$ cat src/rtl/psg_cmd_pkg.sv
package psg_cmd_pkg;
    localparam int NUM_TONE = 3;
    localparam int NUM_CHAN = NUM_TONE + 1;
    localparam int PERIOD_W = 10;
    localparam int ATT_W    = 4;
    localparam int NOISE_W  = 3;
    localparam int LO_W     = 4;
    localparam int HI_W     = PERIOD_W - LO_W;
    localparam int CH_W     = $clog2(NUM_CHAN);
    localparam logic [ATT_W-1:0] ATT_SILENT = '1;

    typedef struct packed {
        logic [CH_W-1:0] chan;
        logic            is_att;
    } reg_sel_t;

    typedef struct packed {
        logic [NUM_TONE-1:0] tone_lo_we;
        logic [NUM_TONE-1:0] tone_hi_we;
        logic [NUM_CHAN-1:0] att_we;
        logic                noise_we;
        logic                sel_we;
        reg_sel_t            sel_next;
        logic [HI_W-1:0]     payload;
    } reg_op_t;

    function automatic logic is_latch_byte(input logic [7:0] b);
        return b[7];
    endfunction

    function automatic reg_sel_t latch_target(input logic [7:0] b);
        reg_sel_t s;
        s.chan   = b[6:5];
        s.is_att = b[4];
        return s;
    endfunction
endpackage

$ cat src/rtl/psg_wr_sync.sv
module psg_wr_sync
    import psg_cmd_pkg::*;
(
    input  logic       clk,
    input  logic       rst,
    input  logic       wr_n,
    input  logic [7:0] din,
    output logic       commit,
    output logic [7:0] byte_q
);
    logic wr_n_q;

    always_ff @(posedge clk) begin
        if (rst) begin
            wr_n_q <= 1'b1;
            byte_q <= '0;
        end else begin
            wr_n_q <= wr_n;
            if (!wr_n) byte_q <= din;
        end
    end

    assign commit = wr_n && !wr_n_q;
endmodule

$ cat src/rtl/psg_cmd_decode.sv
module psg_cmd_decode
    import psg_cmd_pkg::*;
(
    input  logic     commit,
    input  logic [7:0] byte_q,
    input  reg_sel_t sel_q,
    output reg_op_t  op
);
    reg_sel_t target;
    logic     latch;

    always_comb begin
        op     = '0;
        latch  = is_latch_byte(byte_q);
        target = latch ? latch_target(byte_q) : sel_q;
        op.payload  = latch ? {{(HI_W-LO_W){1'b0}}, byte_q[LO_W-1:0]} : byte_q[HI_W-1:0];
        op.sel_next = target;
        if (commit) begin
            op.sel_we = latch;
            if (target.is_att) begin
                for (int c = 0; c < NUM_CHAN; c++)
                    if (target.chan == c[CH_W-1:0]) op.att_we[c] = 1'b1;
            end else if (target.chan == CH_W'(NUM_CHAN-1)) begin
                op.noise_we = 1'b1;
            end else begin
                for (int c = 0; c < NUM_TONE; c++)
                    if (target.chan == c[CH_W-1:0]) begin
                        op.tone_lo_we[c] = latch;
                        op.tone_hi_we[c] = !latch;
                    end
            end
        end
    end
endmodule

$ cat src/rtl/psg_reg_bank.sv
module psg_reg_bank
    import psg_cmd_pkg::*;
(
    input  logic                         clk,
    input  logic                         rst,
    input  reg_op_t                      op,
    output logic [NUM_CHAN*ATT_W-1:0]    atten,
    output logic [NUM_TONE*PERIOD_W-1:0] period,
    output logic [NOISE_W-1:0]           noise
);
    for (genvar c = 0; c < NUM_TONE; c++) begin : g_tone
        logic [PERIOD_W-1:0] per_q;
        always_ff @(posedge clk) begin
            if (rst) per_q <= '0;
            else begin
                if (op.tone_lo_we[c]) per_q[LO_W-1:0]        <= op.payload[LO_W-1:0];
                if (op.tone_hi_we[c]) per_q[PERIOD_W-1:LO_W] <= op.payload;
            end
        end
        assign period[c*PERIOD_W +: PERIOD_W] = per_q;
    end

    for (genvar c = 0; c < NUM_CHAN; c++) begin : g_att
        logic [ATT_W-1:0] att_q;
        always_ff @(posedge clk) begin
            if (rst)              att_q <= ATT_SILENT;
            else if (op.att_we[c]) att_q <= op.payload[ATT_W-1:0];
        end
        assign atten[c*ATT_W +: ATT_W] = att_q;
    end

    always_ff @(posedge clk) begin
        if (rst)              noise <= '0;
        else if (op.noise_we) noise <= op.payload[NOISE_W-1:0];
    end
endmodule

$ cat src/rtl/psg_cmd_decoder.sv
module psg_cmd_decoder
    import psg_cmd_pkg::*;
(
    input  logic                         clk,
    input  logic                         rst,
    input  logic                         wr_n,
    input  logic [7:0]                   din,
    output logic [NUM_CHAN*ATT_W-1:0]    atten_o,
    output logic [NUM_TONE*PERIOD_W-1:0] period_o,
    output logic                         noise_white_o,
    output logic [1:0]                   noise_rate_o,
    output logic                         noise_restart_o
);
    logic              commit;
    logic [7:0]        byte_q;
    reg_sel_t          sel_q;
    reg_op_t           op;
    logic [NOISE_W-1:0] noise;

    psg_wr_sync u_sync (
        .clk(clk), .rst(rst), .wr_n(wr_n), .din(din),
        .commit(commit), .byte_q(byte_q)
    );

    psg_cmd_decode u_dec (
        .commit(commit), .byte_q(byte_q), .sel_q(sel_q), .op(op)
    );

    psg_reg_bank u_bank (
        .clk(clk), .rst(rst), .op(op),
        .atten(atten_o), .period(period_o), .noise(noise)
    );

    always_ff @(posedge clk) begin
        if (rst) begin
            sel_q           <= '0;
            noise_restart_o <= 1'b0;
        end else begin
            if (op.sel_we) sel_q <= op.sel_next;
            noise_restart_o <= op.noise_we;
        end
    end

    assign noise_white_o = noise[2];
    assign noise_rate_o  = noise[1:0];
endmodule

$ cat config.mk
export PLATFORM = sky130hd
export DESIGN_NAME = psg_cmd_decoder
export DESIGN_NICKNAME = d
export VERILOG_FILES = /design/src/rtl/psg_cmd_pkg.sv /design/src/rtl/psg_wr_sync.sv /design/src/rtl/psg_cmd_decode.sv /design/src/rtl/psg_reg_bank.sv /design/src/rtl/psg_cmd_decoder.sv
export SDC_FILE = /design/constraint.sdc
export NUM_CORES = 1
export LEC_CHECK = 0
export BUFFER_PORTS_ARGS = -buffer_cell sky130_fd_sc_hd__buf_2
export CORE_MARGIN = 5
export CORE_UTILIZATION = 56
export CTS_BUF_LIST = sky130_fd_sc_hd__clkbuf_4 sky130_fd_sc_hd__clkbuf_8 sky130_fd_sc_hd__clkbuf_16
export CTS_CLUSTER_DIAMETER = 200
export DETAILED_ROUTE_END_ITERATION = 6
export PLACE_DENSITY_LB_ADDON = 0.2
export SKIP_LAST_GASP = 1
export SLEW_MARGIN = 15
export SYNTH_ARGS = -nofsm -noshare
export SYNTH_HDL_FRONTEND = slang
export SYNTH_HIERARCHICAL = 1
export SYNTH_SLANG_ARGS = --single-unit
$ cat constraint.sdc
create_clock -name clk -period 3.8 [get_ports clk]
set_input_delay 0.76 -clock clk [delete_from_list [all_inputs] [get_ports clk]]
set_output_delay 0.76 -clock clk [all_outputs]
set_load 0.005 [all_outputs]
# Yosys cells after proc, flatten, opt, wreduce, memory -nomap -nowiden
# Index checks and enable logic that the tools add are counted.
# totals
register_bits	62
# op_classes
n_mux	17
reduce_logical	4
eq_ne	3
# ops
operator	n
$mux W6	3
$mux W12	1
$mux W1	11
$eq A2 B2 Y1 const B	2
$mux W4	1
$mux W3	1
$eq A2 B1 Y1 const B	1
$logic_not A1 Y1	2
$logic_not A2 Y1	1
$logic_and A1 B1 Y1	1

# Longest topological paths before layout
# Gate-level depths: netlist of run 1.
# depth
depth_word	6
mapped_depth	7
depth_no_buf	5

# Cells and area by module
# Netlist of run 1, hierarchy kept.
# by_module_without_submodules
mod	seq_area_each_um2	n_inst	cells_per_inst	area_each_um2
psg_reg_bank	980.9	1	162	1766.7
psg_wr_sync	180.2	1	29	319.1
psg_cmd_decode	0.0	1	29	232.7
psg_cmd_decoder	80.1	1	11	127.6

# Worst setup path after synthesis of run 1
# OpenSTA, ideal clock, no wires.
# synth_path
path_type	input-to-reg
start	input port wr_n
end	register u_bank.g_att[2].att_q[2]
t_required_ps	3680
path_slack_ps	1357
path_buffers	1
setup_ps	120
stages	6
t_arrival_ps	2323
cell_sequence	buf_6 > nor2b_1 > inv_1 > nor4_1 > nor2b_1 > a211o_1
# synth_lines
item	line	text
start: declaration	psg_cmd_decoder.sv:6	input logic wr_n,
end signal: assignment	psg_reg_bank.sv:27	else if (op.att_we[c]) att_q <= op.payload[ATT_W-1:0];
end: declaration	psg_reg_bank.sv:24	logic [ATT_W-1:0] att_q;

==> metrics.csv, run 1 <==
stage,metric,value,unit
run_status,status,"finished, final reports clean",
route,Routed WL per cell,14.8,um
logic_synthesis,Netlist cell types,22,
clock_network,PostCTS Resize Cnt,0,
finish,Reg area,0.00124,mm^2
route,Iter 0 DRT Violations,129,
pwr,Max VDD drop,0.245,mV
finish,post-route cell area,0.00286,mm^2
clock_network,Post-CTS Setup Repair Bufs,0,
sta,Layout Skew,0.00518,ns
sta,endpoints failing setup,0,
setup_path,cell family with the largest share of critical-path delay,simple AND/OR/NAND/NOR gates,
setup_path,Worst path max stage delay,0.79,ns
clock_network,CTS Buffer Depth,2,
route,total number of vias,1749,
sta,Final TNS setup,0,ns
finish,area delta synth->final,17.0,%
clock_network,H-tree depth,3,
setup_path,crit end category,register,
placement,dpl ws,1.01,ns
setup_path,reg-to-reg startpoint,u_sync/byte_q[7]$_SDFFE_PP0N_,
placement,post-DP HPWL,3350,um
setup_path,FF-to-FF setup slack,1.64,ns
setup_path,Critical Path Sink,u_bank/g_tone[0].per_q[4]$_SDFFE_PP0P_,
finish,nets,295,
flow_run,Max Cap Violations,0,
setup_path,CP Buf/Inv Count,2,
route,final WL,5020,um
sta,RSZ-0062 raised after global routing,false,
logic_synthesis,Synth area leader,dfxtp_1,
clock_network,worst skew pair latency,0.33,ns
sta,max-slew violation count,0,
grt,largest net degree at the start of global routing,63,
sta,Slew headroom,0.281,
setup_path,worst path arrival time,2.66,ns
setup_path,"critical path fanouts, max",10,
sta,Final period util,0.655,
sta,clock period minus worst slack,2.49,ns
placement,placed cell areas,0.00270,mm^2
floorplanning,core area,0.00429,mm^2
clock_network,clk root buf,clkbuf_8,
grt,global-route wire length before repair,8580,um
finish,ANT cells,0,
floorplanning,Die Span Y,76.1,um
grt,Tot GR Track Use,0.183,
logic_synthesis,sequential element share of the synthesized area,0.507,
logic_synthesis,yosys warns,6,
route,DR vias/cell,5.16,
setup_path,CP Depth,6,
setup_path,critical path's slowest cell,nor4b_2,
finish,area of the multi-input gates,0.00104,mm^2
grt,vias in the first global route,1699,
floorplanning,io pins,61,
placement,GPL Wtd Cong,0.743,
setup_path,Worst Setup SP,wr_n,
clock_network,Post-CTS Hold Fix Bufs,0,
placement,Port Buffer Count,60,
logic_synthesis,Avg Inst Size Synth,10.6,um^2
logic_synthesis,Synth top area share,0.507,
logic_synthesis,Synth Net Count,242,
logic_synthesis,"FF+latch count, synth",62,
setup_path,R2R depth,5,
setup_path,critical path cell sequence,buf_2 -> nor2b_1 -> inv_1 -> nor4b_2 -> mux2i_1 -> nor2_1,
logic_synthesis,number of flops mapped to enable cells by yosys,0,
route,# DRC,0,
setup_path,reg2reg end,u_bank/g_tone[0].per_q[1]$_SDFFE_PP0P_,
floorplanning,Die X-Extent,76.1,um
hold_path,worst hold path type,reg -> reg,
floorplanning,die area,0.00579,mm^2
setup_path,CP required,3.97,ns
grt,initial antenna violation count,0,
sta,hold slack,0.491,ns
sta,Final Hold Vio Count,0,
finish,fillcell total,361,
finish,Layout Cells excl Fill,339,
pwr,Leak,1.19,nW
clock_network,Inserted Clock Buffers,9,
clock_network,Clock transition at path regs,0.06,ns
logic_synthesis,"Primary FF master, synth",dfxtp_1,
grt,grt ovf,0,
floorplanning,starting density of the core,0.570,
finish,share of cells above drive strength 1,0.300,
setup_path,CP Launch Type,input pin,
route,DRT Pass-1 Iters,4,
sta,slack of the critical path,1.31,ns
logic_synthesis,Post-synth ARST share,0,
floorplanning,Row Count,24,
route,ANT nets after route,0,
logic_synthesis,post-synthesis cell count,231,
sta,f_max,402,MHz
logic_synthesis,Post-Syn Area,0.00245,mm^2
pwr,pwr dens,418,mW/mm^2
sta,worst slew pin tran,1.08,ns
placement,DP Cell Count,325,
clock_network,CTS tree,yes,
pwr,total design power,1.20,mW
finish,Util after Layout,0.666,
logic_synthesis,top post-synthesis cells by area,"dfxtp_1 51%, mux2i_1 18%, nor2_1 6.9%, a211o_1 5.7%, nor2b_1 4.6%",
setup_path,CP Class,in -> reg,
clock_network,Sink Count,62,
## cells in the mapped netlist (2+ instances only)
master and n:
buf_4 8, and4b_1 2, nor4_1 4, clkbuf_2 3, nor2_1 45, inv_1 4
a211o_1 16, mux2i_4 2, nor3_1 2, and2b_2 2, buf_2 8, dfxtp_1 62
buf_6 3, nor2b_1 18, mux2i_1 45
## tightest hold or removal path: cells and delay by family (launching register included)
family,cells,cell delay (ns)
DFF,1,0.32
muxes,1,0.06
and+or+nand+nor,1,0.07
## sequential cells by signal, indices dropped and copies added (netlist names)
| name | flops |
|---|---|
| noise_restart_o | 1 |
| sel_q | 3 |
| u_bank/g_att.att_q | 16 |
| u_bank/g_tone.per_q | 30 |
| u_bank/noise | 3 |
| u_sync/byte_q | 8 |
| u_sync/wr_n_q | 1 |
## cell type report
| type | instances | share of cell area |
|---|---|---|
| Clock buffer | 12 | 0.0533 |
| Clock inverter | 2 | 0.00350 |
| Inverter | 5 | 0.00656 |
| Multi-Input combinational cell | 142 | 0.365 |
| Sequential cell | 62 | 0.434 |
| Tap cell | 52 | 0.0227 |
| Timing Repair Buffer | 64 | 0.115 |
## worst min path at each step
| stage | start | endpoint | slack [ns] | cells past startpoint |
|---|---|---|---|---|
| after floorplan | u_sync/byte_q[0]$_SDFFE_PP0N_ | u_sync/byte_q[0]$_SDFFE_PP0N_ | 0.46 | 2 |
| after global placement | u_bank/g_tone[1].per_q[5]$_SDFFE_PP0P_ | u_bank/g_tone[1].per_q[5]$_SDFFE_PP0P_ | 0.47 | 2 |
| after detailed placement | u_bank/g_tone[1].per_q[6]$_SDFFE_PP0P_ | u_bank/g_tone[1].per_q[6]$_SDFFE_PP0P_ | 0.47 | 2 |
| after CTS | u_bank/g_tone[2].per_q[6]$_SDFFE_PP0P_ | u_bank/g_tone[2].per_q[6]$_SDFFE_PP0P_ | 0.49 | 2 |
| after global routing | u_bank/g_tone[2].per_q[6]$_SDFFE_PP0P_ | u_bank/g_tone[2].per_q[6]$_SDFFE_PP0P_ | 0.52 | 2 |
| final | u_bank/g_tone[0].per_q[0]$_SDFFE_PP0P_ | u_bank/g_tone[0].per_q[0]$_SDFFE_PP0P_ | 0.49 | 2 |
## logic make-up after synthesis
family,after synthesis,synth area share
AOI/OAI and AO/OA,16,0.0573
and+or+nand+nor,79,0.164
DFF,62,0.507
buffers and inverters,27,0.0685
muxes,47,0.203
## layer usage
layer	track usage	wire length (um)	vias up
met5	0	0	-
met4	0.0734	72	0
met3	0.0615	308	6
met2	0.275	2280	50
met1	0.241	2360	810
li1	-	-	883
## report_power, final
part | switching [mW] | internal (mW) | leakage, nW
registers | 0.0165 | 0.657 | 0.502
logic | 0.0234 | 0.0180 | 0.595
clock network | 0.223 | 0.259 | 0.0889
total | 0.263 | 0.934 | 1.19
## layout by cell type, fill, tap and decap left out
cell type  instances
a211o_1           16
and2_2             1
and2b_2            2
and4_2             1
and4b_1            2
buf_2             60
buf_4              4
clkbuf_4           2
clkbuf_8          10
clkinv_2           2
dfxtp_1           62
inv_1              4
inv_2              1
mux2i_1           45
mux2i_4            2
nand3b_1           1
nor2_1            45
nor2b_1           18
nor3_1             2
nor3b_1            1
nor4_1             4
nor4b_2            1
or2_1              1
Power figures use the tool's default switching activity.
==> inputs of run 2 (changes only) <==
--- a/config.mk
+++ b/config.mk
@@ -7,7 +7,7 @@
 export LEC_CHECK = 0
 export BUFFER_PORTS_ARGS = -buffer_cell sky130_fd_sc_hd__buf_2
 export CORE_MARGIN = 5
-export CORE_UTILIZATION = 56
+export CORE_UTILIZATION = 47
 export CTS_BUF_LIST = sky130_fd_sc_hd__clkbuf_4 sky130_fd_sc_hd__clkbuf_8 sky130_fd_sc_hd__clkbuf_16
 export CTS_CLUSTER_DIAMETER = 200
 export DETAILED_ROUTE_END_ITERATION = 6
==> constraint.sdc (replaced) <==
create_clock -name clk -period 2.2 [get_ports clk]
set_input_delay 0.44 -clock clk [delete_from_list [all_inputs] [get_ports clk]]
set_output_delay 0.44 -clock clk [all_outputs]
set_load 0.005 [all_outputs]
==> metrics.csv, run 2 (synthesized netlist as in run 1, its figures left out) <==
stage,metric,value,unit,change
grt,Tot GR Track Use,0.171,,-0.0119
route,final WL,5200,um,+3.5%
setup_path,CP Launch Type,register,,
finish,ANT cells,0,,unchanged
grt,grt ovf,0,,unchanged
pwr,pwr dens,709,mW/mm^2,+69%
sta,RSZ-0062 raised after global routing,false,,
setup_path,cell family with the largest share of critical-path delay,flip-flops,,
setup_path,CP Buf/Inv Count,2,,unchanged
setup_path,Worst Setup SP,u_sync/byte_q[7]$_SDFFE_PP0N_,,
setup_path,worst path arrival time,2.13,ns,-0.53 ns
route,total number of vias,1766,,+0.97%
hold_path,Hold Crit Start,din[4],,
grt,vias in the first global route,1748,,+2.9%
grt,initial antenna violation count,0,,unchanged
setup_path,crit end category,register,,
floorplanning,Die Span Y,82.1,um,+8.0%
setup_path,CP Depth,6,,unchanged
flow_run,Max Cap Violations,0,,unchanged
floorplanning,Row Count,26,,+8.3%
pwr,clock power share,0.403,,about the same
route,ANT nets after route,0,,unchanged
sta,hold slack,0.346,ns,-0.145 ns
floorplanning,Die X-Extent,82.1,um,+8.0%
placement,DP Cell Count,350,,+7.7%
sta,endpoints failing setup,0,,unchanged
floorplanning,core area,0.00507,mm^2,+18%
finish,Largest Register,u_bank/g_tone.per_q,,
pwr,Seq pwr share,0.559,,-0.004
route,Metal-1 WL,2520,um,+6.8%
route,# DRC,0,,unchanged
finish,Layout Cells excl Fill,364,,+7.4%
floorplanning,die area,0.00675,mm^2,+17%
setup_path,"critical path fanouts, max",9,,-1
clock_network,CTS tree,yes,,
floorplanning,io pins,61,,unchanged
pwr,Int Power,1.62,mW,+73%
pwr,Switching Share,0.222,,+0.00275
route,DR WL met2,2280,um,+0.26%
finish,area delta synth->final,20.1,%,
hold_path,worst hold path type,in -> reg,,
sta,Layout Skew,0.00984,ns,+0.00466 ns
route,Routed WL per cell,14.3,um,-3.6%
sta,slack of the critical path,0.289,ns,-1.02 ns
grt,global-route wire length before repair,8450,um,-1.4%
floorplanning,starting density of the core,0.482,,-0.0876
sta,worst slew pin tran,0.644,ns,-0.435 ns
setup_path,critical path cell sequence,mux2i_4 -> inv_2 -> nor4_1 -> buf_4 -> nor2b_1 -> a211o_1,,
sta,clock period minus worst slack,1.91,ns,
route,DR vias/cell,4.85,,-6.0%
clock_network,clk root buf,clkbuf_8,,
placement,placed cell areas,0.00277,mm^2,+2.8%
clock_network,PostCTS Resize Cnt,0,,unchanged
clock_network,Post-CTS Setup Repair Bufs,0,,unchanged
pwr,P_sw,0.463,mW,+76%
route,DRT Pass-1 Iters,4,,unchanged
grt,largest net degree at the start of global routing,36,,-43%
clock_network,Sink Count,62,,unchanged
clock_network,CTS Buffer Depth,2,,unchanged
placement,GPL Wtd Cong,0.854,,+15%
clock_network,Clock transition at path regs,0.06,ns,about the same
pwr,Max VDD drop,0.361,mV,+47%
setup_path,critical path's slowest cell,dfxtp_1,,
finish,post-route cell area,0.00294,mm^2,+2.6%
sta,Final TNS setup,0,ns,unchanged
hold_path,hold depth,3,,+1
setup_path,reg-to-reg startpoint,u_sync/byte_q[7]$_SDFFE_PP0N_,,
setup_path,Worst path max stage delay,0.58,ns,-0.21 ns
route,Top Layer Used,met4,,
placement,Port Buffer Count,60,,unchanged
sta,Final Hold Vio Count,0,,unchanged
clock_network,H-tree depth,3,,unchanged
placement,dpl ws,0.214,ns,-0.792 ns
sta,max-slew violation count,0,,unchanged
setup_path,CP required,2.42,ns,-1.55 ns
clock_network,worst skew pair latency,0.33,ns,about the same
finish,fillcell total,491,,+36%
setup_path,CP Class,reg -> reg,,
finish,"most common cell after layout, fill and taps aside",dfxtp_1,,
finish,"commonest cells after routing, fill and taps aside","62 x dfxtp_1, 60 x buf_2, 45 x mux2i_1, 45 x nor2_1, 18 x nor2b_1",,
finish,max FFs per register,30,,unchanged
finish,nets,302,,+2.4%
finish,share of cells above drive strength 1,0.316,,+0.0167
sta,f_max,523,MHz,
setup_path,R2R depth,6,,+1
run_status,status,"finished, final reports clean",,
sta,Final period util,0.869,,
pwr,Leak,1.22,nW,+3.0%
placement,post-DP HPWL,3440,um,+2.7%
pwr,Comb pwr share,0.038,,+0.003
route,met3 wire length,347,um,+13%
sta,Slew headroom,0.571,,+0.290
finish,largest registers,"u_bank/g_tone.per_q x30, u_bank/g_att.att_q x16, u_sync/byte_q x8",,
clock_network,Post-CTS Hold Fix Bufs,0,,unchanged
clock_network,Inserted Clock Buffers,9,,unchanged
route,Iter 0 DRT Violations,116,,-10%
==> run 2: changes by cell type in the layout (fill, tap and decap cells not counted), sizes merged <==
| cell | before | now |
|---|---|---|
| buf | 64 | 71 |
==> run 2: area by class of cell <==
| type | count | area [um^2] | share of cell area |
|---|---|---|---|
| sequential | 62 | 1240 | 0.423 |
| multi-input combinational | 142 | 1040 | 0.355 |
| timing repair buffer | 71 | 383 | 0.130 |
| clock buffer | 12 | 153 | 0.0520 |
| tap | 70 | 87.6 | 0.0298 |
| inverter | 5 | 18.8 | 0.00639 |
| clock inverter | 2 | 10.0 | 0.00341 |
==> run 2: path summary, 6_finish.rpt <==
check                                          endpoint  slack, ns
hold / removal            u_sync/byte_q[4]$_SDFFE_PP0N_       0.35
setup reg to reg  u_bank/g_att[0].att_q[2]$_SDFFE_PP1P_       0.29
setup / recovery  u_bank/g_att[0].att_q[2]$_SDFFE_PP1P_       0.29
hold reg to reg            u_bank/noise[2]$_SDFFE_PP0P_       0.49
==> run 2: power groups by stage <==
stage	clock (mW)	combinational (mW)	sequential, mW
final	0.840	0.0784	1.16
after global routing	0.919	0.0871	1.17
after CTS	0.866	0.0794	1.16
after detailed placement	0	0.0784	1.19
after global placement	0	0.0778	1.19
after floorplan	0	0.0791	1.17
==> run 2: through the flow <==
stage	utilization	total power [mW]
2_1_floorplan	-	1.25
3_3_place_gp	0.547	1.27
3_5_place_dp	0.547	1.27
4_1_cts	0.579	2.11
5_1_grt	0.579	2.17
6_report	0.579	2.08
==> run 2: worst reg2reg max path, cell delays in order (launching register included) <==
cell,delay (ns)
dfxtp_1,0.58
mux2i_4,0.34
inv_2,0.09
nor4_1,0.31
buf_4,0.22
nor2b_1,0.06
a211o_1,0.22
==> run 2: routing by layer <==
layer	global-route usage	up-vias
li1	-	893
met5	0	-
met4	0.0581	0
met2	0.254	50
met3	0.0781	6
met1	0.220	817
